<file path="src/rtl/sc_pkg.sv">
package sc_pkg;

    typedef enum logic [1:0] {
        PH_IDLE   = 2'd0,
        PH_SETUP  = 2'd1,
        PH_ACCESS = 2'd2
    } apb_phase_e;

    localparam int N_SEL     = 9;
    localparam int IX_C_SET  = 0;
    localparam int IX_C_CLR  = 1;
    localparam int IX_C_RD   = 2;
    localparam int IX_E_SET  = 3;
    localparam int IX_E_CLR  = 4;
    localparam int IX_E_RD   = 5;
    localparam int IX_MODE   = 6;
    localparam int IX_DATA   = 7;
    localparam int IX_STAT   = 8;

    // word offset (byte offset / 4) of each decoded location
    function automatic int word_of(int ix);
        case (ix)
            IX_C_SET: return 0;
            IX_C_CLR: return 1;
            IX_C_RD:  return 2;
            IX_E_SET: return 4;
            IX_E_CLR: return 5;
            IX_E_RD:  return 6;
            IX_MODE:  return 8;
            IX_DATA:  return 9;
            default:  return 10;
        endcase
    endfunction

endpackage

</file>
<file path="src/rtl/sc_addr_dec.sv">
module sc_addr_dec
    import sc_pkg::*;
#(
    parameter int ADDR_W = 14
) (
    input  logic [ADDR_W-1:0] paddr,
    output logic [N_SEL-1:0]  sel_o
);
    localparam int WA = ADDR_W - 2;

    logic aligned;
    assign aligned = (paddr[1:0] == 2'b00);

    for (genvar i = 0; i < N_SEL; i++) begin : g_match
        assign sel_o[i] = aligned && (paddr[ADDR_W-1:2] == WA'(word_of(i)));
    end

    // at most one location matches any address
    always_comb begin
        a_r9_sel_onehot: assert ($onehot0(sel_o) || $isunknown(paddr));
    end
endmodule

</file>
<file path="src/rtl/sc_alias_reg.sv">
module sc_alias_reg #(
    parameter int W = 32
) (
    input  logic         clk,
    input  logic         rst_n,
    input  logic         set_i,
    input  logic         clr_i,
    input  logic [W-1:0] d_i,
    output logic [W-1:0] q_o
);
    always_ff @(posedge clk or negedge rst_n) begin
        if (!rst_n) begin
            q_o <= '0;
        end else if (set_i) begin
            q_o <= q_o | d_i;
        end else if (clr_i) begin
            q_o <= q_o & ~d_i;
        end
    end

    a_r2_set_forces_ones: assert property (@(posedge clk) disable iff (!rst_n)
        set_i |=> ((q_o & $past(d_i)) == $past(d_i)));

    a_r2_set_keeps_zeros_data: assert property (@(posedge clk) disable iff (!rst_n)
        set_i |=> ((q_o & ~$past(d_i)) == ($past(q_o) & ~$past(d_i))));

    a_r3_clear_forces_zeros: assert property (@(posedge clk) disable iff (!rst_n)
        (clr_i && !set_i) |=> ((q_o & $past(d_i)) == '0));

    a_r4_hold_without_write: assert property (@(posedge clk) disable iff (!rst_n)
        (!set_i && !clr_i) |=> $stable(q_o));
endmodule

</file>
<file path="src/rtl/sc_reg_bank.sv">
module sc_reg_bank
    import sc_pkg::*;
#(
    parameter int DATA_W = 32,
    parameter int STAT_W = 8,
    parameter int ADDR_W = 14
) (
    input  logic              clk,
    input  logic              rst_n,
    input  logic              psel,
    input  logic              penable,
    input  logic              pwrite,
    input  logic [ADDR_W-1:0] paddr,
    input  logic [DATA_W-1:0] pwdata,
    output logic [DATA_W-1:0] prdata,
    output logic              pready,
    input  logic [STAT_W-1:0] status_in,
    output logic              irq_o
);
    apb_phase_e st_q, st_d;
    logic [N_SEL-1:0]  sel;
    logic              wr_stb;
    logic [DATA_W-1:0] ctrl_q, mode_q, data_q;
    logic [STAT_W-1:0] ien_q, stat_q;

    // ---- phase tracker: state register ----
    always_ff @(posedge clk or negedge rst_n) begin
        if (!rst_n) st_q <= PH_IDLE;
        else        st_q <= st_d;
    end

    // ---- phase tracker: next state ----
    always_comb begin
        st_d = PH_IDLE;
        unique case (st_q)
            PH_IDLE:   st_d = (psel && !penable) ? PH_SETUP : PH_IDLE;
            PH_SETUP:  st_d = !psel ? PH_IDLE : (penable ? PH_ACCESS : PH_SETUP);
            PH_ACCESS: st_d = (psel && !penable) ? PH_SETUP : PH_IDLE;
            default:   st_d = PH_IDLE;
        endcase
    end

    // ---- outputs of the tracker ----
    always_comb begin
        wr_stb = (st_q == PH_SETUP) && psel && penable && pwrite;
        pready = 1'b1;
    end

    sc_addr_dec #(.ADDR_W(ADDR_W)) u_dec (
        .paddr (paddr),
        .sel_o (sel)
    );

    sc_alias_reg #(.W(DATA_W)) u_ctrl (
        .clk   (clk),
        .rst_n (rst_n),
        .set_i (wr_stb && sel[IX_C_SET]),
        .clr_i (wr_stb && sel[IX_C_CLR]),
        .d_i   (pwdata),
        .q_o   (ctrl_q)
    );

    sc_alias_reg #(.W(STAT_W)) u_ien (
        .clk   (clk),
        .rst_n (rst_n),
        .set_i (wr_stb && sel[IX_E_SET]),
        .clr_i (wr_stb && sel[IX_E_CLR]),
        .d_i   (pwdata[STAT_W-1:0]),
        .q_o   (ien_q)
    );

    always_ff @(posedge clk or negedge rst_n) begin
        if (!rst_n) begin
            mode_q <= '0;
            data_q <= '0;
            stat_q <= '0;
        end else begin
            stat_q <= status_in;
            if (wr_stb && sel[IX_MODE]) mode_q <= pwdata;
            if (wr_stb && sel[IX_DATA]) data_q <= pwdata;
        end
    end

    always_comb begin
        prdata = '0;
        if (psel) begin
            if (sel[IX_C_RD]) prdata = ctrl_q;
            if (sel[IX_E_RD]) prdata = DATA_W'(ien_q);
            if (sel[IX_MODE]) prdata = mode_q;
            if (sel[IX_DATA]) prdata = data_q;
            if (sel[IX_STAT]) prdata = DATA_W'(stat_q);
        end
    end

    assign irq_o = |(stat_q & ien_q);

    a_r5_alias_reads_zero: assert property (@(posedge clk) disable iff (!rst_n)
        (sel[IX_C_SET] || sel[IX_C_CLR] || sel[IX_E_SET] || sel[IX_E_CLR]) |-> (prdata == '0));

    a_r9_undecoded_reads_zero: assert property (@(posedge clk) disable iff (!rst_n)
        (sel == '0) |-> (prdata == '0));

    a_r10_mode_only_on_commit: assert property (@(posedge clk) disable iff (!rst_n)
        !(wr_stb && sel[IX_MODE]) |=> $stable(mode_q));

    a_r10_data_only_on_commit: assert property (@(posedge clk) disable iff (!rst_n)
        !(wr_stb && sel[IX_DATA]) |=> $stable(data_q));

    a_r11_ien_read_zero_ext: assert property (@(posedge clk) disable iff (!rst_n)
        (psel && sel[IX_E_RD]) |-> (prdata[DATA_W-1:STAT_W] == '0));
endmodule

</file>
<file path="config.mk">
export PLATFORM = sky130hd
export DESIGN_NAME = sc_reg_bank
export DESIGN_NICKNAME = d
export VERILOG_FILES = /design/src/rtl/sc_pkg.sv /design/src/rtl/sc_addr_dec.sv /design/src/rtl/sc_alias_reg.sv /design/src/rtl/sc_reg_bank.sv
export SDC_FILE = /design/constraint.sdc
export NUM_CORES = 1
export LEC_CHECK = 0
export CORE_AREA = 5 5 128 130
export CTS_BUF_LIST = sky130_fd_sc_hd__clkbuf_8
export CTS_CLUSTER_SIZE = 20
export DETAILED_ROUTE_END_ITERATION = 12
export DIE_AREA = 0 0 133 135
export DONT_BUFFER_PORTS = 1
export HOLD_SLACK_MARGIN = 0.05
export PLACE_DENSITY = 0.53
export SETUP_SLACK_MARGIN = 0.05
export SYNTH_ARGS = -nofsm -noshare
export SYNTH_HDL_FRONTEND = slang
export SYNTH_SLANG_ARGS = --single-unit
</file>
<file path="constraint.sdc">
create_clock -name clk -period 3.2 [get_ports clk]
set_input_delay 0.64 -clock clk [delete_from_list [all_inputs] [get_ports clk]]
set_output_delay 0.64 -clock clk [all_outputs]
set_load 0.005 [all_outputs]
</file>
==> impl_metrics.py, run 1 <==
metrics = {
    "cells_and_area": {
        "final_cell_mix": "dfrtp_1 (114), nor2_1 (48), inv_1 (44), mux2_2 (44), mux2i_1 (40)",
        "syn_to_final_growth_pct": 10.6,
        "antenna_cells": 0,
        "ff_latch_area_um2": 2850,
        "drive_gt1_share_pct": 24.2,
        "mostFrequentLayoutCell": "dfrtp_1",
        "final_cells": 746,
        "multi_input_area_um2": 2810,
        "fillCellCount": 1384,
        "fin_nets": 605,
    },
    "route": {
        "drt-total-wl_um": 16100,
        "vias": 4354,
        "wl_per_cell_um": 21.6,
        "drc": 0,
        "drtIter0Drc": 295,
        "antenna_left": 0,
        "vias_per_cell": 5.84,
        "dr.pass1.iters": 5,
    },
    "clock_tree": {
        "post_cts_resized": 0,
        "root_buffer": "clkbuf_8",
        "cts-htree-levels": 4,
        "clock_latency_ns": 0.43,
        "cts_tree": "done",
        "numClockSinks": 114,
        "clk_pin_slew_ns": 0.07,
        "cts_buffer_depth": 2,
        "cts_buffers": 17,
    },
    "worst_setup_path": {
        "crit_path_end_kind": "primary output",
        "required_ns": 2.56,
        "timing.critical_path.from": "paddr[11]",
        "cp.arrival_ns": 2.32,
        "reg2reg_depth": 5,
        "criticalPathCategory": "input port to primary output",
        "r2r-start": "st_q[1]",
        "startpoint_type": "input port",
        "regToRegSetupSlack_ns": 1.23,
        "critPathMaxFanout": 30,
    },
    "sta": {
        "setup_tns_ns": 0,
        "grt_setup_unrepaired": "no",
        "finalMaxSlewViolations": 0,
        "post-route-period-util_pct": 92.5,
        "holdWs_ns": -0.0918,
        "fin_skew_ns": 0.00944,
        "finalCriticalPeriod_ns": 2.96,
        "hold_viol_final": 114,
        "fmax_mhz": 338,
        "setup_viol": 0,
    },
    "global_route": {
        "grt_pass1_vias": 4485,
        "grtUsageTotal_pct": 18.5,
        "grt_antenna_before_repair": 0,
        "grt_start_max_net_pins": 115,
        "grt_pass1_wl_um": 26000,
        "grt_overflow": 0,
    },
    "placed_design": {
        "dpl.hpwl_um": 10500,
        "place_congestion": 0.812,
        "dp.cells": 715,
        "io_buffers": 0,
    },
    "pwr": {
        "irDropWorstVdd_v": 0.000292,
        "leakage_nw": 3.30,
        "p_per_area_nw_per_um2": 447,
        "finalPower_mw": 2.99,
    },
    "die": {
        "pin_count": 93,
        "row_count": 45,
        "coreArea_um2": 15000,
        "die_w_um": 133,
        "start_util_pct": 40.3,
        "dieArea_um2": 18000,
        "die-height_um": 135,
    },
    "logic_synthesis": {
        "synth_edf_count": 0,
        "seq_area_frac_synth_pct": 47.1,
        "syn_nets": 609,
        "ys_ff_latch": 114,
        "synth_top_area_share_pct": 47.1,
        "synthCells": 550,
        "avgSynthCellArea_um2": 11.0,
        "ys_dominant_reg_cell": "dfrtp_1",
        "yosysWarningCount": 0,
        "synth_top_area_cell": "dfrtp_1",
        "synth_area_um2": 6060,
        "synthDistinctLibCells": 50,
        "synth_area_leaders": "dfrtp_1 (47%), mux2_2 (8.2%), mux2i_1 (6.6%)",
        "async_reset_ff_share_pct": 100,
    },
    "run_status": {
        "violations": "hold timing",
        "status": "finished, violations left",
    },
    "flow_run": {
        "maxCapViolations": 0,
    },
    "min_path": {
        "hold_class": "input port to async pin",
    },
}
==> metrics by stage <==
step           hold WS (ns)  util [%]  area [µm²]  worst slack [ns]
2_1_floorplan         0.344         -        6060             0.222
3_3_place_gp          0.353      41.7        6270             0.248
3_5_place_dp          0.352      41.7        6270             0.234
4_1_cts              -0.141      44.5        6700             0.231
5_1_grt              -0.143      44.5        6700             0.179
6_report            -0.0918      44.5        6700             0.239
==> worst max-delay path: stages <==
cell,delay (ns)
or4_4,0.54
buf_4,0.26
or4_1,0.50
nor2_1,0.14
o221a_1,0.22
==> cell usage after synthesis (all sizes together) (9+ instances only) <==
| cell | instances |
|---|---|
| nand3 | 34 |
| o221a | 23 |
| inv | 42 |
| buf | 15 |
| nor4 | 30 |
| nand4 | 10 |
| o21ai | 10 |
| dfrtp | 114 |
| clkbuf | 35 |
| or4 | 25 |
| nor2 | 48 |
| a22oi | 9 |
| mux2 | 67 |
| mux2i | 40 |
==> per-layer routing <==
metal  vias up  GRT usage, %  wire [µm]
met3        10          6.22       1100
met5         -             0          0
li1       2017             -          -
met4         0          5.14        113
met2       115          28.7       7660
met1      2212          24.9       7260
==> where the power goes <==
| part | total [mW] | leakage (nW) | switching, mW | internal (mW) |
|---|---|---|---|---|
| Combinational | 0.0671 | 1.72 | 0.0380 | 0.0291 |
| Sequential | 1.45 | 1.36 | 0.00421 | 1.45 |
| Clock | 1.48 | 0.224 | 0.600 | 0.877 |
| Total | 2.99 | 3.30 | 0.642 | 2.35 |
==> layout make-up <==
| class | instances | share of cell area [%] |
|---|---|---|
| multi-input combinational | 344 | 42.0 |
| clock inverter | 12 | 2.45 |
| tap | 188 | 3.51 |
| timing repair buffer | 27 | 3.21 |
| sequential | 114 | 42.6 |
| clock buffer | 19 | 3.91 |
| inverter | 42 | 2.35 |
==> path summary, 6_finish.rpt <==
| check | to |
|---|---|
| setup / recovery | prdata[24] |
| hold / removal | data_q[19] |
| setup reg to reg | mode_q[29] |
| hold reg to reg | st_q[0] |
| max in group asynchronous | async pin |
| min in group clk | stat_q[5] |
==> kinds of logic after synthesis <==
kind of cell	count (synthesis)	synth area share, %
other cells	1	0.0619
flops	114	47.1
buf+inv	92	6.67
compound gates	63	9.09
mux	107	20.5
simple gates	173	16.6
==> timing repair <==
item | in CTS | in global routing
endpoints found under the hold margin | 114 | 114
buffers inserted | 0 | 0
setup endpoints to repair | 0 | 0
(Power assumes the default switching activity.)
==> run 2: changes to the inputs <==
--- a/config.mk
+++ b/config.mk
@@ -13,6 +13,7 @@
 export DONT_BUFFER_PORTS = 1
 export HOLD_SLACK_MARGIN = 0.05
 export PLACE_DENSITY = 0.53
+export REMOVE_ABC_BUFFERS = 1
 export SETUP_SLACK_MARGIN = 0.05
 export SYNTH_ARGS = -nofsm -noshare
 export SYNTH_HDL_FRONTEND = slang
==> impl_metrics.py, run 2 (same netlist as run 1, synthesis figures left out) <==
metrics = {
    "pwr": {
        "pwr-share-seq_pct": 50.0,
        "p_sw_share_pct": 22.0,
        "pwr-share-clk_pct": 47.7,
        "leakage_nw": 3.28,
        "p_per_area_nw_per_um2": 435,
        "combPwrFrac_pct": 2.3,
        "finalPower_mw": 2.90,
        "power_switching_uw": 637,
        "irDropWorstVdd_v": 0.000254,
        "p_int_mw": 2.26,
    },
    "cells_and_area": {
        "antenna_cells": 0,
        "final_cells": 747,
        "fillCellCount": 1423,
        "fin_nets": 605,
        "drive_gt1_share_pct": 24.5,
        "syn_to_final_growth_pct": 10.1,
        "mostFrequentLayoutCell": "dfrtp_1",
        "ff_latch_area_um2": 2850,
        "design_area_um2": 6670,
        "multi_input_area_um2": 2810,
        "post-route-util_pct": 44.4,
        "final_cell_mix": "dfrtp_1 (114), nor2_1 (48), inv_1 (44), mux2_2 (44), mux2i_1 (40)",
    },
    "sta": {
        "setup_viol": 0,
        "finalCriticalPeriod_ns": 2.99,
        "finalMaxSlewViolations": 0,
        "holdWs_ns": -0.0989,
        "fin_skew_ns": 0.0107,
        "relSlewSlack_pct": 65.5,
        "post-route-period-util_pct": 93.3,
        "hold_viol_final": 114,
        "grt_setup_unrepaired": "no",
        "tightestPinTransition_ns": 0.518,
        "fmax_mhz": 335,
        "setup_tns_ns": 0,
    },
    "placed_design": {
        "place_area_um2": 6260,
        "dpl.hpwl_um": 10200,
        "io_buffers": 0,
        "dp.cells": 715,
        "place_congestion": 0.806,
    },
    "clock_tree": {
        "cts_buffers": 17,
        "root_buffer": "clkbuf_8",
        "cts-htree-levels": 4,
        "clk_pin_slew_ns": 0.07,
        "cts_buffer_depth": 2,
        "post_cts_resized": 0,
        "cts_tree": "done",
        "post-cts-setup-buffer-count": 0,
        "clock_latency_ns": 0.43,
        "numClockSinks": 114,
    },
    "global_route": {
        "grt_overflow": 0,
        "grt_pass1_wl_um": 25900,
        "grtUsageTotal_pct": 18.7,
        "grt_antenna_before_repair": 0,
        "grt_start_max_net_pins": 115,
        "grt_pass1_vias": 4448,
    },
    "die": {
        "die_w_um": 133,
        "coreArea_um2": 15000,
        "die-height_um": 135,
        "pin_count": 93,
        "dieArea_um2": 18000,
        "start_util_pct": 40.3,
        "row_count": 45,
    },
    "route": {
        "drt-total-wl_um": 16400,
        "wl_per_cell_um": 22.0,
        "vias_per_cell": 5.89,
        "drtIter0Drc": 301,
        "antenna_left": 0,
        "dr.pass1.iters": 5,
        "vias": 4399,
        "drc": 0,
    },
    "flow_run": {
        "maxCapViolations": 0,
    },
    "worst_setup_path": {
        "criticalPathCategory": "input port to primary output",
        "crit_chain": "or4_4 > buf_4 > or4_1 > nor2_1 > o221a_1",
        "critPathMaxFanout": 30,
        "startpoint_type": "input port",
        "required_ns": 2.56,
        "worst_path_max_delay_cell": "or4_4",
        "cp_slowest_stage_delay_ns": 0.53,
        "cp.arrival_ns": 2.35,
        "crit_path_end_kind": "primary output",
    },
    "min_path": {
        "hold_class": "input port to async pin",
    },
    "run_status": {
        "violations": "hold timing",
        "status": "finished, violations left",
    },
}
## run 2: through the flow
| step | hold slack (ns) | setup WS, ns |
|---|---|---|
| after CTS | -0.140 | 0.231 |
| final | -0.0989 | 0.213 |
| after floorplan | 0.344 | -0.220 |
| after detailed placement | 0.350 | 0.240 |
| after global placement | 0.350 | 0.238 |
| after global routing | -0.159 | 0.167 |
## run 2: worst paths after layout
path                            depth (start not counted)  slack [ns]    startpoint    endpoint
worst max register to register                          5        1.09       st_q[1]  mode_q[23]
worst min-delay path                                    0        -0.1         rst_n   async pin
worst min register to register                          1        0.46       st_q[1]     st_q[0]
min in group clk                                        0        0.24  status_in[2]   stat_q[2]
max in group asynchronous                               0        3.10         rst_n   mode_q[8]
worst max-delay path                                    5        0.21     paddr[11]  prdata[28]
## run 2: per-layer routing
metal | global-route usage [%] | wire length [µm] | vias up
met4 | 4.62 | 132 | 0
met1 | 24.3 | 7200 | 2215
met5 | 0 | 0 | -
met3 | 6.67 | 1260 | 10
li1 | - | - | 2018
met2 | 29.8 | 7810 | 156
## run 2: area by class of cell
| type | instances | share of cell area, % |
|---|---|---|
| multi-input cells | 344 | 42.1 |
| clock buffers | 22 | 4.54 |
| repair buffers | 27 | 3.04 |
| flip-flops and latches | 114 | 42.8 |
| clock inverters | 10 | 1.61 |
| inverters | 42 | 2.36 |
| well taps | 188 | 3.53 |
## run 2: critical path: cells and delay by family
| kind | cells | cell delay [ns] |
|---|---|---|
| simple gates | 3 | 1.20 |
| compound gates | 1 | 0.24 |
| buf+inv | 1 | 0.26 |
## run 2: power by group through the flow
stage | Sequential, mW | Clock (mW) | Combinational [mW]
after detailed placement | 1.48 | 0 | 0.0665
after global routing | 1.45 | 1.50 | 0.0729
after floorplan | 1.48 | 0 | 0.0438
final | 1.45 | 1.38 | 0.0665
after CTS | 1.45 | 1.42 | 0.0667
after global placement | 1.48 | 0 | 0.0664
==> run 3: changes to the inputs <==
--- a/config.mk
+++ b/config.mk
@@ -15,6 +15,7 @@
 export PLACE_DENSITY = 0.53
 export REMOVE_ABC_BUFFERS = 1
 export SETUP_SLACK_MARGIN = 0.05
+export SLEW_MARGIN = 40
 export SYNTH_ARGS = -nofsm -noshare
 export SYNTH_HDL_FRONTEND = slang
 export SYNTH_SLANG_ARGS = --single-unit
==> constraint.sdc (replaced) <==
create_clock -name clk -period 3.2 [get_ports clk]
set_input_delay 0.64 -clock clk [delete_from_list [all_inputs] [get_ports clk]]
set_output_delay 0.64 -clock clk [all_outputs]
set_load 0.02 [all_outputs]
==> impl_metrics.py, run 3 (same netlist as run 1, synthesis figures left out) <==
metrics = {
    "run_status": {
        "status": "finished, violations left",
        "violations": "hold timing",
    },
    "global_route": {
        "grtUsageTotal_pct": 18.8,
        "grt_overflow": 0,
        "grt_start_max_net_pins": 115,
        "grt_pass1_wl_um": 26400,
        "grt_antenna_before_repair": 0,
        "grt_pass1_vias": 4707,
    },
    "worst_setup_path": {
        "cpLargestDelayFamily": "simple AND/OR/NAND/NOR gates",
        "crit_path_end_kind": "primary output",
        "startpoint_type": "input port",
        "cp_slowest_stage_delay_ns": 0.62,
        "crit_chain": "or4b_1 > or4_1 > buf_12 > o221a_1",
        "cp.arrival_ns": 2.37,
        "worst-path-buf-inv": 1,
        "criticalPathCategory": "input port to primary output",
        "critPathMaxFanout": 47,
        "worst_path_max_delay_cell": "or4b_1",
        "required_ns": 2.56,
    },
    "route": {
        "drtIter0Drc": 263,
        "drt-total-wl_um": 16400,
        "dr.pass1.iters": 5,
        "antenna_left": 0,
        "vias": 4385,
        "drc": 0,
        "vias_per_cell": 5.85,
        "wl_per_cell_um": 21.9,
    },
    "clock_tree": {
        "cts_tree": "done",
        "clk_pin_slew_ns": 0.07,
        "post-cts-setup-buffer-count": 0,
        "post_cts_resized": 0,
        "cts-htree-levels": 4,
        "cts_buffer_depth": 2,
        "cts_buffers": 17,
        "numClockSinks": 114,
        "root_buffer": "clkbuf_8",
        "clock_latency_ns": 0.43,
    },
    "cells_and_area": {
        "fillCellCount": 1430,
        "final_cell_mix": "dfrtp_1 (114), nor2_1 (48), inv_1 (45), mux2_2 (44), mux2i_1 (40)",
        "final_cells": 750,
        "drive_gt1_share_pct": 24.7,
        "fin_nets": 610,
        "multi_input_area_um2": 2810,
        "mostFrequentLayoutCell": "dfrtp_1",
        "design_area_um2": 6690,
        "antenna_cells": 0,
        "syn_to_final_growth_pct": 10.5,
        "ff_latch_area_um2": 2850,
    },
    "pwr": {
        "finalPower_mw": 2.75,
        "irDropWorstVdd_v": 0.000287,
        "p_per_area_nw_per_um2": 411,
        "leakage_nw": 3.32,
    },
    "die": {
        "pin_count": 93,
        "die-height_um": 135,
        "row_count": 45,
        "start_util_pct": 40.3,
        "dieArea_um2": 18000,
        "die_w_um": 133,
        "coreArea_um2": 15000,
    },
    "sta": {
        "finalMaxSlewViolations": 0,
        "holdWs_ns": -0.103,
        "hold_viol_final": 114,
        "setup_ws_ns": 0.194,
        "post-route-period-util_pct": 93.9,
        "setup_viol": 0,
        "grt_setup_unrepaired": "no",
        "finalCriticalPeriod_ns": 3.01,
        "fin_skew_ns": 0.00921,
        "fmax_mhz": 333,
    },
    "min_path": {
        "hold_class": "input port to async pin",
    },
    "placed_design": {
        "place_area_um2": 6330,
        "place_congestion": 0.777,
        "io_buffers": 0,
        "dp.cells": 720,
        "dpl.hpwl_um": 10400,
        "place_ws_ns": 0.207,
    },
    "flow_run": {
        "maxCapViolations": 0,
    },
}
-- run 3: final timing paths --
kind / startpoint / end / depth (start not counted) / slack, ns
worst max register to register: st_q[1] / register / 5 / 1.15
max in group asynchronous: rst_n / async pin / 0 / 3.08
worst min-delay path: rst_n / async pin / 0 / -0.10
min in group clk: status_in[3] / stat_q[3] / 0 / 0.23
worst max-delay path: paddr[4] / prdata[15] / 4 / 0.19
worst min register to register: st_q[1] / st_q[0] / 1 / 0.46
-- run 3: power by group --
group          switching, mW  internal, mW  total [mW]
clock network          0.557         0.671        1.23
registers            0.00377          1.45        1.45
logic                 0.0404        0.0305      0.0708
total                  0.601          2.15        2.75
-- run 3: routing by layer --
metal	track usage [%]	share of wire [%]	up-vias
met1	23.7	45	2259
met5	0	0	-
met4	4.27	0.28	0
met2	31.2	49	103
met3	6.56	6.0	2
li1	-	-	2021
-- run 3: worst register-to-register path, delay by kind of cell (launching register included) --
kind	cells	cell delay (ns)
buffers and inverters	1	0.39
AND/OR/NAND/NOR	3	1.02
flip-flops	1	0.38
multiplexers	1	0.14
-- run 3: metrics by stage --
step                      util (%)  TNS (ns)
after floorplan                  -    -12.38
after global placement        42.1         0
after detailed placement      42.1         0
after CTS                     44.5         0
after global routing          44.5         0
final                         44.5         0
-- run 3: final cells by class --
cell class | instances | share of cell area, %
Multi-Input combinational cell | 344 | 42.0
Tap cell | 188 | 3.52
Sequential cell | 114 | 42.6
Clock buffer | 21 | 4.32
Timing Repair Buffer | 32 | 4.15
Inverter | 42 | 2.36
Clock inverter | 9 | 0.991
